`config.mk`:
```
export PLATFORM = sky130hd
export DESIGN_NAME = pll_fb_divider
export DESIGN_NICKNAME = d
export VERILOG_FILES = /design/src/rtl/fbdiv_pkg.sv /design/src/rtl/fbdiv_cfg.sv /design/src/rtl/fbdiv_presc.sv /design/src/rtl/fbdiv_cnt.sv /design/src/rtl/pll_fb_divider.sv
export SDC_FILE = /design/constraint.sdc
export NUM_CORES = 1
export LEC_CHECK = 0
export ABC_AREA = 1
export BUFFER_PORTS_ARGS = -buffer_cell sky130_fd_sc_hd__buf_2
export CAP_MARGIN = 20
export CORE_MARGIN = 2
export CORE_UTILIZATION = 54
export CTS_CLUSTER_SIZE = 30
export DETAILED_ROUTE_END_ITERATION = 6
export GPL_TIMING_DRIVEN = 0
export PLACE_DENSITY = 0.76
export SLEW_MARGIN = 0
export SYNTH_ARGS = -nofsm -noshare
export SYNTH_HDL_FRONTEND = slang
export SYNTH_SLANG_ARGS = --single-unit
```
`constraint.sdc`:
```
create_clock -name clk -period 2 [get_ports clk]
set_input_delay 0.4 -clock clk [delete_from_list [all_inputs] [get_ports clk]]
set_output_delay 0.4 -clock clk [all_outputs]
set_load 0.05 [all_outputs]
```
`src/rtl/fbdiv_pkg.sv`:
```
package fbdiv_pkg;
    // Lower modulus of the dual-modulus prescaler; the upper one is this plus one.
    localparam int PRE_LOW_MOD = 14;
    // Width of the prescaler down-counter (must hold PRE_LOW_MOD).
    localparam int PRE_W = $clog2(PRE_LOW_MOD + 1);

    typedef struct packed {
        logic phase;   // divide-by-two toggle, enables the swallow counter
        logic pulse;   // registered feedback pulse
    } top_state_t;
endpackage

```
`src/rtl/fbdiv_cfg.sv`:
```
module fbdiv_cfg
    import fbdiv_pkg::*;
#(
    parameter int PW    = 8,
    parameter int QW    = 4,
    parameter int MIN_P = 27,
    parameter int MIN_Q = 4
) (
    input  logic [PW-1:0] p_in,
    input  logic [QW-1:0] q_in,
    output logic [PW-1:0] p_eff,
    output logic [QW-1:0] q_eff,
    output logic          ok
);
    localparam int Q_MIN = 2;
    localparam int Q_MAX = PRE_LOW_MOD - 1;

    logic q_ok;
    logic p_ok;

    always_comb begin
        q_ok  = (int'(q_in) >= Q_MIN) && (int'(q_in) <= Q_MAX);
        p_ok  = int'(p_in) > (int'(q_in) + 1);
        ok    = q_ok && p_ok;
        p_eff = ok ? p_in : PW'(MIN_P);
        q_eff = ok ? q_in : QW'(MIN_Q);
    end
endmodule

```
`src/rtl/fbdiv_presc.sv`:
```
module fbdiv_presc
    import fbdiv_pkg::*;
(
    input  logic clk,
    input  logic rst_n,
    input  logic ce,
    input  logic long_next,   // next prescaler cycle divides by the upper modulus
    output logic tc           // last enabled count of the current prescaler cycle
);
    logic [PRE_W-1:0] cnt_d, cnt_q;

    assign tc = ce && (cnt_q == '0);

    always_comb begin
        cnt_d = cnt_q;
        if (tc) begin
            cnt_d = long_next ? PRE_W'(PRE_LOW_MOD) : PRE_W'(PRE_LOW_MOD - 1);
        end else if (ce) begin
            cnt_d = cnt_q - 1'b1;
        end
    end

    // Every loaded setting has a nonzero swallow count, so a period opens on the long modulus.
    always_ff @(posedge clk or negedge rst_n) begin
        if (!rst_n) cnt_q <= PRE_W'(PRE_LOW_MOD);
        else        cnt_q <= cnt_d;
    end


    pre_range_chk: assert property (@(posedge clk) disable iff (!rst_n)
        cnt_q <= PRE_W'(PRE_LOW_MOD));


    pre_reload_chk: assert property (@(posedge clk) disable iff (!rst_n)
        tc |=> (cnt_q >= PRE_W'(PRE_LOW_MOD - 1)));
endmodule

```
`src/rtl/fbdiv_cnt.sv`:
```
module fbdiv_cnt #(
    parameter int PW    = 8,
    parameter int QW    = 4,
    parameter int DEF_P = 71,
    parameter int DEF_Q = 3
) (
    input  logic          clk,
    input  logic          rst_n,
    input  logic          tc,
    input  logic [PW-1:0] p_eff,
    input  logic [QW-1:0] q_eff,
    output logic          long_next,
    output logic          period_end
);
    localparam int MW = PW + 1;

    typedef struct packed {
        logic [MW-1:0] main;
        logic [QW-1:0] swl;
    } cnt_state_t;

    cnt_state_t st_d, st_q;

    assign period_end = tc && (st_q.main == MW'(1));

    always_comb begin
        st_d = st_q;
        if (period_end) begin
            // Settings are taken in only here, at the boundary between periods.
            st_d.main = MW'(p_eff) + MW'(1);
            st_d.swl  = q_eff + QW'(1);
        end else if (tc) begin
            st_d.main = st_q.main - MW'(1);
            if (st_q.swl != '0) st_d.swl = st_q.swl - QW'(1);
        end
        long_next = (st_d.swl != '0);
    end

    always_ff @(posedge clk or negedge rst_n) begin
        if (!rst_n) begin
            st_q.main <= MW'(DEF_P + 1);
            st_q.swl  <= QW'(DEF_Q + 1);
        end else begin
            st_q <= st_d;
        end
    end


    main_nonzero_chk: assert property (@(posedge clk) disable iff (!rst_n)
        st_q.main != '0);


    swallow_le_main_chk: assert property (@(posedge clk) disable iff (!rst_n)
        MW'(st_q.swl) <= st_q.main);
endmodule

```
`src/rtl/pll_fb_divider.sv`:
```
module pll_fb_divider
    import fbdiv_pkg::*;
#(
    parameter int PW    = 8,
    parameter int QW    = 4,
    parameter int DEF_P = 71,
    parameter int DEF_Q = 3,
    parameter int MIN_P = 27,
    parameter int MIN_Q = 4
) (
    input  logic          clk,
    input  logic          rst_n,
    input  logic [PW-1:0] p_sel,
    input  logic [QW-1:0] q_sel,
    output logic          fb_pulse,
    output logic          cfg_valid
);
    top_state_t st_d, st_q;

    logic [PW-1:0] p_eff;
    logic [QW-1:0] q_eff;
    logic          tc;
    logic          long_next;
    logic          period_end;

    fbdiv_cfg #(.PW(PW), .QW(QW), .MIN_P(MIN_P), .MIN_Q(MIN_Q)) u_cfg (
        .p_in  (p_sel),
        .q_in  (q_sel),
        .p_eff (p_eff),
        .q_eff (q_eff),
        .ok    (cfg_valid)
    );

    fbdiv_presc u_presc (
        .clk       (clk),
        .rst_n     (rst_n),
        .ce        (st_q.phase),
        .long_next (long_next),
        .tc        (tc)
    );

    fbdiv_cnt #(.PW(PW), .QW(QW), .DEF_P(DEF_P), .DEF_Q(DEF_Q)) u_cnt (
        .clk        (clk),
        .rst_n      (rst_n),
        .tc         (tc),
        .p_eff      (p_eff),
        .q_eff      (q_eff),
        .long_next  (long_next),
        .period_end (period_end)
    );

    always_comb begin
        st_d       = st_q;
        st_d.phase = ~st_q.phase;
        st_d.pulse = period_end;
    end

    always_ff @(posedge clk or negedge rst_n) begin
        if (!rst_n) st_q <= '0;
        else        st_q <= st_d;
    end

    assign fb_pulse = st_q.pulse;


    fb_one_cycle_chk: assert property (@(posedge clk) disable iff (!rst_n)
        fb_pulse |=> !fb_pulse);


    eff_legal_chk: assert property (@(posedge clk) disable iff (!rst_n)
        (int'(q_eff) > 1) && (int'(q_eff) < PRE_LOW_MOD) && (int'(p_eff) > int'(q_eff) + 1));


    fallback_chk: assert property (@(posedge clk) disable iff (!rst_n)
        !cfg_valid |-> (p_eff == PW'(MIN_P)) && (q_eff == QW'(MIN_Q)));
endmodule

```
* Yosys cells after proc, flatten, opt, wreduce, memory -nomap -nowiden
Cells that the tools add are included.
** Operators by class
- $add $sub $neg :: 6
- Equality and inequality tests :: 1
- Multiplexer cells :: 8
- Bitwise gates (word level) :: 1
- Magnitude comparators :: 3
- Reduce and logical (&&, ||, !) cells :: 9
** Operators by type and width (number)
- $gt A9 B32 Y1 :: 1
- $mux W13 :: 2
- $mux W4 :: 4
- $add A8 B1 Y9 const B :: 1
- $eq A9 B1 Y1 const B :: 1
- $sub A9 B1 Y9 const B :: 1
- $mux W8 :: 1
- $reduce_bool A4 Y1 :: 2
- $sub A4 B1 Y4 const B :: 2
- $add A4 B1 Y5 const B :: 1
- $add A4 B1 Y4 const B :: 1
- $ge A4 B2 Y1 const B :: 1
- $le A4 B4 Y1 const B :: 1
- $logic_and A1 B1 Y1 :: 4
- $logic_not A4 Y1 :: 1
- $reduce_bool A2 Y1 :: 2
- $mux W2 :: 1
- $not A1 Y1 :: 1
** Word-level totals
- Output and inout bits :: 2
- Input bits :: 14
- Register bits after elaboration :: 19

* Depth between registers and ports, before layout
Gate-level depths: netlist of the first run.
- Depth in word-level cells :: 9
- Gate-level depth with buffers :: 20
- Mapped depth without buffers :: 20

* Modules after synthesis
A second synthesis of the first run with hierarchy kept.
** Second synthesis, totals
- Cell total of the unflattened synthesis :: 268
- Area total of the unflattened synthesis :: 1884.3 µm²
** Modules (own cells, without submodules)
- fbdiv_cnt :: sequential area each 329.1 µm², cells an instance 169, area each 1156.1 µm², times used 1
- fbdiv_cfg :: sequential area each 0.0 µm², cells an instance 62, area each 392.9 µm², times used 1
- fbdiv_presc :: sequential area each 103.8 µm², cells an instance 34, area each 281.5 µm², times used 1
- pll_fb_divider :: sequential area each 50.0 µm², cells an instance 3, area each 53.8 µm², times used 1

* Least setup slack after synthesis of the first run
Ideal clock, no wire load.
- Path type :: input-to-reg
- Start point :: input port q_sel[0]
- End point :: register u_cnt.st_q[8] (netlist name)
- Slack :: -0.487 ns
- Arrival :: 2.354 ns
- Stages on the path :: 18
- Path buffers :: 0
- Path through :: ha_1 > xnor2_1 > ha_1 > a21oi_1 > nand2_1 > nand2_1 > nand3_2 > nand2_4 > inv_6 > nand2_1 > ha_1 > nand2_1 > inv_1 > nand3_2 > nor2_4 > nor2_1 > nand2_1 > o211ai_1
** On the way
- Longest elaborated chain between the ends :: 6
** Ends and longest elaborated chain
- start: declaration :: RTL line pll_fb_divider.sv:14 : input logic [QW-1:0] q_sel,
- $add A4 B1 Y5 (tied with other cells) :: RTL line fbdiv_cfg.sv:23 : p_ok = int'(p_in) > (int'(q_in) + 1);
- $gt A9 B32 Y1 or $logic_and A1 B1 Y1 (tied branches) :: RTL line fbdiv_cfg.sv:23, fbdiv_cfg.sv:22
- $logic_and A1 B1 Y1 (*) :: RTL line fbdiv_cfg.sv:24 : ok = q_ok && p_ok;
- named net cfg_valid :: RTL line pll_fb_divider.sv:16 : output logic cfg_valid
- $mux W8 (*) :: RTL line fbdiv_cfg.sv:25 : p_eff = ok ? p_in : PW'(MIN_P);
- $add A8 B1 Y9 (*) :: RTL line fbdiv_cnt.sv:30 : st_d.main = MW'(p_eff) + MW'(1);
- $mux W13 (*) :: RTL line fbdiv_cnt.sv:28 : if (period_end) begin
- end signal: assignment :: RTL line fbdiv_cnt.sv:44 : st_q <= st_d;
- end: declaration :: RTL line fbdiv_cnt.sv:22 : cnt_state_t st_d, st_q;
Mark *: on every way through the listed nets, which the timed path passes. The rest lies on a longest branch.
A chain may end at the register's enable or synchronous reset.

* Final worst setup path of the first run
- Start point :: input port q_sel[1]
- End point :: register u_cnt.st_q[8] (netlist name)
** On the way
- Longest elaborated chain between the ends :: 6
** Ends and longest elaborated chain (RTL line)
- $add A4 B1 Y5 (tied with other cells) :: fbdiv_cfg.sv:23
- $gt A9 B32 Y1 or $logic_and A1 B1 Y1 (tied branches) :: fbdiv_cfg.sv:23, fbdiv_cfg.sv:22
- $logic_and A1 B1 Y1 (*) :: fbdiv_cfg.sv:24
- $mux W8 (*) :: fbdiv_cfg.sv:25
- $add A8 B1 Y9 (*) :: fbdiv_cnt.sv:30
- $mux W13 (*) :: fbdiv_cnt.sv:28
Every way passes the cells marked *; elsewhere a longest branch is shown, timed or not.

==> results of run 1 <==
report_power, final:
part,switching [mW],total [mW],internal [mW]
Combinational,0.162,0.295,0.133
Clock,0.128,0.203,0.0748
Sequential,0.00459,0.396,0.392
worst max-delay path, cell delays in order:
cell and delay, ns:
sky130_fd_sc_hd__buf_12 0.11, sky130_fd_sc_hd__ha_4 0.17, sky130_fd_sc_hd__xnor2_4 0.13, sky130_fd_sc_hd__ha_4 0.28, sky130_fd_sc_hd__nand4_1 0.16, sky130_fd_sc_hd__nor2_4 0.18, sky130_fd_sc_hd__nor2_8 0.07, sky130_fd_sc_hd__nand2_8 0.10
sky130_fd_sc_hd__or2_4 0.14, sky130_fd_sc_hd__ha_4 0.13, sky130_fd_sc_hd__nand2_1 0.05, sky130_fd_sc_hd__inv_1 0.06, sky130_fd_sc_hd__nand3_2 0.09, sky130_fd_sc_hd__nor2_4 0.14, sky130_fd_sc_hd__nor2_2 0.05, sky130_fd_sc_hd__nand2_1 0.08
sky130_fd_sc_hd__o211ai_1 0.08
cells in the mapped netlist, types with 3 or more instances:
| cell | n |
|---|---|
| sky130_fd_sc_hd__ha_1 | 16 |
| sky130_fd_sc_hd__nand2_2 | 5 |
| sky130_fd_sc_hd__o21ai_0 | 11 |
| sky130_fd_sc_hd__nand3_1 | 23 |
| sky130_fd_sc_hd__nand3_2 | 4 |
| sky130_fd_sc_hd__a21oi_1 | 7 |
| sky130_fd_sc_hd__nor2_1 | 24 |
| sky130_fd_sc_hd__inv_1 | 35 |
| sky130_fd_sc_hd__dfrtp_1 | 13 |
| sky130_fd_sc_hd__xor2_1 | 5 |
| sky130_fd_sc_hd__inv_2 | 3 |
| sky130_fd_sc_hd__dfstp_2 | 6 |
| sky130_fd_sc_hd__nor2_2 | 5 |
| sky130_fd_sc_hd__or2_2 | 3 |
| sky130_fd_sc_hd__nand2_1 | 50 |
| sky130_fd_sc_hd__o211ai_1 | 5 |
| sky130_fd_sc_hd__nand4_1 | 9 |
per-stage QoR:
| step | std cells | hold slack [ns] | setup TNS [ns] |
|---|---|---|---|
| after floorplan | 242 | 0.104 | -2.42 |
| after global placement | 301 | 0.359 | -8.38 |
| after detailed placement | 301 | 0.362 | -8.70 |
| after CTS | 316 | 0.0145 | -1.45 |
| after global routing | 317 | 0.0281 | -2.31 |
| final | 317 | 0.00676 | -1.40 |
layout make-up:
| cell class | instances | area [sq um] |
|---|---|---|
| buffer | 3 | 21.3 |
| tap | 44 | 55.1 |
| inverter | 40 | 168 |
| fill | 234 | 767 |
| clock inverter | 1 | 5.00 |
| timing repair buffer | 27 | 223 |
| sequential | 19 | 483 |
| multi-input combinational | 180 | 1310 |
| clock buffer | 3 | 22.5 |
cell usage in the layout, fill, tap and decap left out, types with 7 or more instances in the layout:
cell                      instances
sky130_fd_sc_hd__inv_1           32
sky130_fd_sc_hd__nand2_2          8
sky130_fd_sc_hd__ha_1             9
sky130_fd_sc_hd__buf_4           10
sky130_fd_sc_hd__o21ai_0          8
sky130_fd_sc_hd__ha_4             7
sky130_fd_sc_hd__nand4_1          9
sky130_fd_sc_hd__nand2_1         46
sky130_fd_sc_hd__nand3_1         19
sky130_fd_sc_hd__buf_2           12
sky130_fd_sc_hd__nor2_2          10
sky130_fd_sc_hd__dfrtp_1         13
sky130_fd_sc_hd__nor2_1          15
how the worst min path moves through the flow:
stage / start / endpoint / slack [ns] / depth (start not counted)
floorplan: rst_n / fb_pulse / 0.10 / 0
CTS: rst_n / fb_pulse / 0.01 / 1
global placement: rst_n / u_cnt.st_q[4] / 0.36 / 1
finish: rst_n / u_cnt.st_q[3] / 0.007 / 1
detailed placement: rst_n / u_cnt.st_q[4] / 0.36 / 1
global route: rst_n / fb_pulse / 0.03 / 1
cell families (layout without fill, tap and decap cells):
logic type	count (synthesis)	count (layout)	share of synthesized area [%]
XOR/XNOR	6	6	3.02
AO/OA/AOI/OAI	28	28	9.56
AND/OR/NAND/NOR	130	130	37.8
flip-flops	19	19	27.7
adder cells (fa/ha/maj)	16	16	11.5
buffers and inverters	43	74	10.4
metal layers:
layer  global-route usage, %  vias to the layer above  share of wire [%]  wire, um
met5                       0                        -                  0         0
met4                    10.6                        0                3.1       126
met2                    45.9                       57                 51      2080
met3                    2.35                       12                3.7       150
met1                    26.8                      767                 42      1740
li1                        -                      854                  -         -
sequential cells by signal (all words and copies together), names as in the netlist:
signal / count
u_cnt.st_q: 13
u_presc.cnt_q: 4
fb_pulse: 1
st_q: 1
what timing repair did:
action / in CTS / in global routing
buffers inserted: 12 / 1
endpoints found under the setup margin: 12 / 13
pin swaps: 21 / 12
resized for setup: 30 / 23
==> metrics.txt, run 1 <==
# TYPE chip_impl_metric gauge
chip_impl_metric{name="layout_worst_path_cycle_share",unit="%"} 112
chip_impl_info{name="netlist.top_cell.by_area",value="sky130_fd_sc_hd__dfrtp_1"} 1
chip_impl_info{name="ys_top_cells_by_area",value="sky130_fd_sc_hd__dfrtp_1 (19%), sky130_fd_sc_hd__ha_1 (12%), sky130_fd_sc_hd__nand2_1 (11%)"} 1
chip_impl_info{name="clock-root-buffer",value="sky130_fd_sc_hd__clkbuf_4"} 1
chip_impl_info{name="failing_checks",value="negative setup slack"} 1
chip_impl_metric{name="net_count_synth",unit=""} 272
chip_impl_metric{name="period_needed",unit="ns"} 2.24
chip_impl_metric{name="synth.yosys.warnings",unit=""} 0
chip_impl_info{name="regToRegEndpoint",value="u_cnt.st_q[8]"} 1
chip_impl_metric{name="cts_buffer_depth",unit=""} 2
chip_impl_metric{name="timing.critical_path.fanout_max",unit=""} 5
chip_impl_metric{name="clkLatencyLatePin",unit="ns"} 0.31
chip_impl_metric{name="avgViaCountPerCell",unit=""} 5.33
chip_impl_info{name="end_kind",value="register"} 1
chip_impl_metric{name="gp_routability_congestion",unit=""} 0.841
chip_impl_info{name="grt_setup_unrepaired",value="true"} 1
chip_impl_info{name="tritoncts",value="built"} 1
chip_impl_metric{name="grt_pass1_wl",unit="mm"} 6.71
chip_impl_metric{name="core_area",unit="sq mm"} 0.00305
chip_impl_info{name="reg2reg_from",value="u_presc.cnt_q[1]"} 1
chip_impl_metric{name="hold_buffers",unit=""} 0
chip_impl_metric{name="worst_pin_slew",unit="ns"} 0.455
chip_impl_metric{name="ys_seq_area_share",unit="%"} 27.7
chip_impl_metric{name="share_of_final_layout_standard_cells_stronger_than_drive_strength_1",unit="%"} 36.6
chip_impl_metric{name="ff2ff_path_depth",unit=""} 9
chip_impl_metric{name="placedInstanceArea",unit="sq mm"} 0.00193
chip_impl_metric{name="floorplan.initialDensity",unit="%"} 57.0
chip_impl_metric{name="boundaryPins",unit=""} 16
chip_impl_metric{name="num_vias",unit=""} 1690
chip_impl_metric{name="die_x",unit="um"} 60.8
chip_impl_metric{name="max_slew_margin",unit="%"} 69.6
chip_impl_metric{name="numCtsBuffers",unit=""} 3
chip_impl_metric{name="report.final.setup_viol",unit=""} 10
chip_impl_metric{name="stdcell_area",unit="sq mm"} 0.00229
chip_impl_metric{name="wirelength",unit="mm"} 4.10
chip_impl_metric{name="finalHoldViolCount",unit=""} 0
chip_impl_metric{name="detailedPlace.worstSlack",unit="ns"} -0.881
chip_impl_metric{name="arrival",unit="ns"} 2.43
chip_impl_metric{name="synth.lib_cells_used.distinct",unit=""} 35
chip_impl_metric{name="postSynth.asyncResetShare",unit="%"} 100
chip_impl_metric{name="design.die.area",unit="sq mm"} 0.00369
chip_impl_metric{name="pwr_density_cell",unit="mW/mm^2"} 391
chip_impl_info{name="cp-startpoint",value="q_sel[1]"} 1
chip_impl_info{name="setup.worst_path.end",value="u_cnt.st_q[8]"} 1
chip_impl_metric{name="final_critical_path_setup_slack",unit="ns"} -0.236
chip_impl_metric{name="final_net_count",unit=""} 304
chip_impl_metric{name="power.leakage",unit="nW"} 1.07
chip_impl_metric{name="cp.required",unit="ns"} 2.19
chip_impl_metric{name="synth.avg_cell_area",unit="sq um"} 7.19
chip_impl_metric{name="num_rows",unit=""} 20
chip_impl_info{name="worstHoldPathType",value="input port to asynchronous set/reset pin"} 1
chip_impl_metric{name="fin_worst_skew",unit="ns"} 0.00534
chip_impl_metric{name="report.power.total",unit="mW"} 0.895
chip_impl_info{name="synthFlopType",value="sky130_fd_sc_hd__dfrtp_1"} 1
chip_impl_metric{name="synth_top_area_share",unit="%"} 18.7
chip_impl_metric{name="maxClockFrequency",unit="GHz"} 0.447
chip_impl_metric{name="first_global_vias",unit=""} 1618
chip_impl_metric{name="yosys_register_bits",unit=""} 19
chip_impl_metric{name="place.detailed.hpwl",unit="mm"} 2.81
chip_impl_metric{name="maxCapViolations",unit=""} 0
chip_impl_metric{name="worst-r2r-setup-slack",unit="ns"} 0.12
chip_impl_metric{name="synth_edf_count",unit=""} 0
chip_impl_metric{name="globalRoute.totalOverflow",unit=""} 0
chip_impl_metric{name="maxSlewViolCount",unit=""} 0
chip_impl_metric{name="antenna_left",unit=""} 0
chip_impl_metric{name="netlist_instances",unit=""} 242
chip_impl_metric{name="pin_count_of_the_biggest_net_entering_global_routing",unit=""} 20
chip_impl_metric{name="drt_pass1_iterations",unit=""} 4
chip_impl_metric{name="number_of_antenna_violations_at_the_first_check_in_global_routing",unit=""} 0
chip_impl_metric{name="die-height",unit="um"} 60.8
chip_impl_metric{name="synthToLayoutAreaGrowth",unit="%"} 31.3
chip_impl_metric{name="clock_tree.htree_level_count",unit=""} 1
chip_impl_metric{name="drt_iter0_markers",unit=""} 97
chip_impl_info{name="status",value="finished with violations"} 1
chip_impl_metric{name="clkTransAtPathRegs",unit="ns"} 0.11
chip_impl_info{name="crit_path_class",value="input port to register"} 1
chip_impl_metric{name="layout.core_utilization",unit="%"} 74.9
chip_impl_metric{name="gr-usage-all-layers",unit="%"} 24.1
chip_impl_info{name="critPathLaunchType",value="input port"} 1
chip_impl_metric{name="antenna-diode-count",unit=""} 0
chip_impl_metric{name="buffer_ports.inserted",unit=""} 15
chip_impl_metric{name="numClockSinks",unit=""} 19
chip_impl_metric{name="post_drt_wl_per_cell",unit="um"} 12.9
chip_impl_metric{name="vdd_drop_max",unit="uV"} 242
chip_impl_metric{name="drc",unit=""} 0
chip_impl_metric{name="syn-cell-area",unit="sq mm"} 0.00174
Note: power is estimated with default switching activity, not from simulation.
==> inputs of run 2 (changes only) <==
Settings changed: ABC_AREA 1 to 0, BUFFER_PORTS_ARGS -buffer_cell sky130_fd_sc_hd__buf_2 to not set, CORE_UTILIZATION 54 to 55, DONT_BUFFER_PORTS set to 1, PLACE_DENSITY 0.76 to 0.73.
==> metrics.txt, run 2 <==
# TYPE chip_impl_metric gauge
chip_impl_metric{name="largest_stage_delay_on_the_critical_path",unit="ns"} 0.29
chip_impl_metric{name="synth.avg_cell_area",unit="sq um"} 9.26
chip_impl_metric{name="grt_pass1_wl",unit="mm"} 5.89
chip_impl_metric{name="synth.lib_cells_used.distinct",unit=""} 51
chip_impl_info{name="failing_checks",value="negative setup slack"} 1
chip_impl_metric{name="ys_seq_area_share",unit="%"} 30.2
chip_impl_metric{name="report.power.total",unit="mW"} 0.779
chip_impl_metric{name="period_needed",unit="ns"} 2.53
chip_impl_metric{name="cts_buffer_depth",unit=""} 2
chip_impl_info{name="crit_path_class",value="input port to register"} 1
chip_impl_metric{name="die-height",unit="um"} 58.0
chip_impl_metric{name="clock_tree.htree_level_count",unit=""} 1
chip_impl_metric{name="maxSlewViolCount",unit=""} 0
chip_impl_metric{name="worst_pin_slew",unit="ns"} 0.869
chip_impl_metric{name="max_reg_flops",unit=""} 13
chip_impl_metric{name="floorplan.initialDensity",unit="%"} 58.1
chip_impl_metric{name="fin_hold_ws",unit="ns"} 0.280
chip_impl_info{name="critPathLaunchType",value="input port"} 1
chip_impl_info{name="reg2reg_from",value="u_cnt.st_q[0]"} 1
chip_impl_metric{name="final_net_count",unit=""} 217
chip_impl_metric{name="synth_edf_count",unit=""} 0
chip_impl_info{name="synthFlopType",value="sky130_fd_sc_hd__dfrtp_1"} 1
chip_impl_info{name="ys_top_cells_by_area",value="sky130_fd_sc_hd__dfrtp_1 (20%), sky130_fd_sc_hd__ha_1 (13%), sky130_fd_sc_hd__dfstp_2 (9.8%)"} 1
chip_impl_info{name="netlist.top_cell.by_area",value="sky130_fd_sc_hd__dfrtp_1"} 1
chip_impl_metric{name="fin_worst_skew",unit="ns"} 0.00174
chip_impl_metric{name="drc",unit=""} 0
chip_impl_metric{name="layout.core_utilization",unit="%"} 70.6
chip_impl_metric{name="worst-r2r-setup-slack",unit="ns"} -0.06
chip_impl_metric{name="net_count_synth",unit=""} 203
chip_impl_metric{name="syn-cell-area",unit="sq mm"} 0.00160
chip_impl_metric{name="number_of_antenna_violations_at_the_first_check_in_global_routing",unit=""} 0
chip_impl_metric{name="layout.filler_cells",unit=""} 199
chip_impl_metric{name="fin_tns_setup",unit="ns"} -2.91
chip_impl_metric{name="wirelength",unit="mm"} 3.40
chip_impl_info{name="synth.top_cells.by_count",value="sky130_fd_sc_hd__ha_1 (16), sky130_fd_sc_hd__nand2_1 (14), sky130_fd_sc_hd__dfrtp_1 (13)"} 1
chip_impl_info{name="hold_path_startpoint",value="p_sel[7]"} 1
chip_impl_info{name="min_to",value="u_cnt.st_q[12]"} 1
chip_impl_info{name="reg.largest.list",value="u_cnt.st_q x13, u_presc.cnt_q x4"} 1
chip_impl_metric{name="vdd_drop_max",unit="uV"} 314
chip_impl_metric{name="post_drt_wl_per_cell",unit="um"} 15.7
chip_impl_metric{name="maxClockFrequency",unit="GHz"} 0.396
chip_impl_metric{name="place.detailed.hpwl",unit="mm"} 2.57
chip_impl_metric{name="globalRoute.totalOverflow",unit=""} 0
chip_impl_info{name="clock-root-buffer",value="sky130_fd_sc_hd__clkbuf_4"} 1
chip_impl_metric{name="numCtsBuffers",unit=""} 3
chip_impl_info{name="end_kind",value="register"} 1
chip_impl_info{name="yosys.cell_count.top_type",value="sky130_fd_sc_hd__ha_1"} 1
chip_impl_metric{name="finalHoldViolCount",unit=""} 0
chip_impl_metric{name="holdPathStages",unit=""} 2
chip_impl_info{name="crit_path_top_delay_cell",value="sky130_fd_sc_hd__ha_1"} 1
chip_impl_metric{name="yosys_register_bits",unit=""} 19
chip_impl_metric{name="drt_iter0_markers",unit=""} 55
chip_impl_metric{name="pwr_density_cell",unit="mW/mm^2"} 400
chip_impl_metric{name="avgViaCountPerCell",unit=""} 6.02
chip_impl_metric{name="placedInstanceArea",unit="sq mm"} 0.00175
chip_impl_metric{name="antenna_left",unit=""} 0
chip_impl_metric{name="buffer_ports.inserted",unit=""} 0
chip_impl_metric{name="core_area",unit="sq mm"} 0.00276
chip_impl_metric{name="netlist_instances",unit=""} 173
chip_impl_metric{name="die_x",unit="um"} 58.0
chip_impl_metric{name="timing.critical_path.fanout_max",unit=""} 6
chip_impl_metric{name="synth_top_area_share",unit="%"} 20.3
chip_impl_metric{name="clkLatencyLatePin",unit="ns"} 0.29
chip_impl_metric{name="arrival",unit="ns"} 2.76
chip_impl_metric{name="drt_pass1_iterations",unit=""} 4
chip_impl_info{name="worstHoldPathType",value="input port to register"} 1
chip_impl_metric{name="final_critical_path_setup_slack",unit="ns"} -0.527
chip_impl_info{name="cell_by_cell_trace_of_the_critical_path",value="clkbuf_16 -> nand3_4 -> xor2_2 -> ha_1 -> a21o_1 -> a211oi_2 -> nand2_1 -> and3_4 -> buf_12 -> and2_4 -> ha_4 -> a21oi_4 -> a41oi_2 -> a221o_1"} 1
chip_impl_metric{name="layout_worst_path_cycle_share",unit="%"} 126
chip_impl_info{name="grt_setup_unrepaired",value="true"} 1
chip_impl_metric{name="max_slew_margin",unit="%"} 41.8
chip_impl_info{name="tritoncts",value="built"} 1
chip_impl_metric{name="num_rows",unit=""} 19
chip_impl_metric{name="clkTransAtPathRegs",unit="ns"} 0.11
chip_impl_info{name="status",value="finished with violations"} 1
chip_impl_metric{name="power.leakage",unit="nW"} 0.792
chip_impl_metric{name="cp.required",unit="ns"} 2.23
chip_impl_metric{name="pin_count_of_the_biggest_net_entering_global_routing",unit=""} 20
chip_impl_metric{name="gr-usage-all-layers",unit="%"} 22.4
chip_impl_metric{name="boundaryPins",unit=""} 16
chip_impl_info{name="largest-register",value="u_cnt.st_q"} 1
chip_impl_metric{name="antenna-diode-count",unit=""} 0
chip_impl_info{name="final_cell_mix",value="sky130_fd_sc_hd__ha_1 (13), sky130_fd_sc_hd__dfrtp_1 (13), sky130_fd_sc_hd__nand2_1 (12), sky130_fd_sc_hd__inv_1 (11)"} 1
chip_impl_metric{name="postSynth.asyncResetShare",unit="%"} 100
chip_impl_metric{name="first_global_vias",unit=""} 1356
chip_impl_metric{name="maxCapViolations",unit=""} 0
chip_impl_metric{name="design.die.area",unit="sq mm"} 0.00336
chip_impl_metric{name="report.final.setup_viol",unit=""} 10
chip_impl_metric{name="synth.yosys.warnings",unit=""} 0
chip_impl_info{name="regToRegEndpoint",value="u_presc.cnt_q[1]"} 1
chip_impl_metric{name="ff2ff_path_depth",unit=""} 8
chip_impl_metric{name="stdcell_area",unit="sq mm"} 0.00195
chip_impl_metric{name="gp_routability_congestion",unit=""} 0.796
chip_impl_metric{name="synthToLayoutAreaGrowth",unit="%"} 21.6
chip_impl_metric{name="num_vias",unit=""} 1307
chip_impl_metric{name="share_of_final_layout_standard_cells_stronger_than_drive_strength_1",unit="%"} 34.4
chip_impl_metric{name="numClockSinks",unit=""} 19
## run 2: changes by cell type after synthesis, sizes merged, moves of 4 or more
cell,previous run,this run
xnor2,1,7
nand4,9,5
nor3,2,7
nand2,56,16
inv,39,13
nor2,31,9
nand3,28,11
o211ai,5,1
and2,0,4
## run 2: area by class of cell
type | count | area, sq um | share of cell area [%]
sequential | 19 | 483 | 24.8
clock buffer | 3 | 22.5 | 1.16
timing repair buffer | 9 | 70.1 | 3.60
multi-input combinational | 137 | 1210 | 62.1
buffer | 4 | 63.8 | 3.28
tap | 31 | 38.8 | 1.99
inverter | 13 | 55.1 | 2.83
clock inverter | 1 | 5.00 | 0.257
## run 2: metrics by stage
stage | setup slack [ns] | cells
after global routing | -0.617 | 217
after global placement | -0.900 | 204
after floorplan | -0.737 | 173
after detailed placement | -0.956 | 204
final | -0.527 | 217
after CTS | -0.516 | 216
## run 2: logic make-up (layout without fill, tap and decap cells)
| family | after synthesis | after routing | synth area share, % |
|---|---|---|---|
| AOI/OAI and AO/OA | 37 | 37 | 17.8 |
| xor gates and xnor gates | 15 | 15 | 8.20 |
| adders and majority gates | 16 | 16 | 12.5 |
| buffers and inverters | 17 | 30 | 4.92 |
| DFF | 19 | 19 | 30.2 |
| muxes | 1 | 1 | 0.625 |
| and+or+nand+nor | 68 | 68 | 25.8 |
## run 2: repair_timing
item,4_1_cts,5_1_grt
pin swaps,10,1
endpoints found under the setup margin,12,14
hold buffers,1,0
hold endpoints to repair,19,0
setup buffers,7,1
resized for setup,9,5
## run 2: worst max-delay path, delay by kind of cell
kind	cells	cell delay (ns)
fa+ha+maj	2	0.54
compound gates	5	0.93
buf+inv	2	0.26
simple gates	4	0.47
xor+xnor	1	0.15
## run 2: layer usage
| metal | up-vias | part of all wire (%) | track usage [%] |
|---|---|---|---|
| li1 | 651 | - | - |
| met4 | 0 | 1.1 | 4.98 |
| met2 | 34 | 50 | 40.9 |
| met3 | 4 | 4.2 | 2.90 |
| met5 | - | 0 | 0 |
| met1 | 618 | 44 | 27.9 |
## run 2: worst max-delay path by stage
| stage | from | end | cells after the start |
|---|---|---|---|
| after floorplan | q_sel[2] | u_presc.cnt_q[1] | 14 |
| after global placement | q_sel[2] | u_presc.cnt_q[1] | 14 |
| after detailed placement | q_sel[2] | u_presc.cnt_q[1] | 14 |
| after CTS | q_sel[2] | u_presc.cnt_q[1] | 14 |
| after global routing | q_sel[2] | u_presc.cnt_q[1] | 14 |
| final | q_sel[2] | u_presc.cnt_q[1] | 14 |
## run 2: power by group
part	switching, mW	internal (mW)
sequential	0.00184	0.388
combinational	0.0934	0.101
clock	0.121	0.0744
total	0.217	0.563
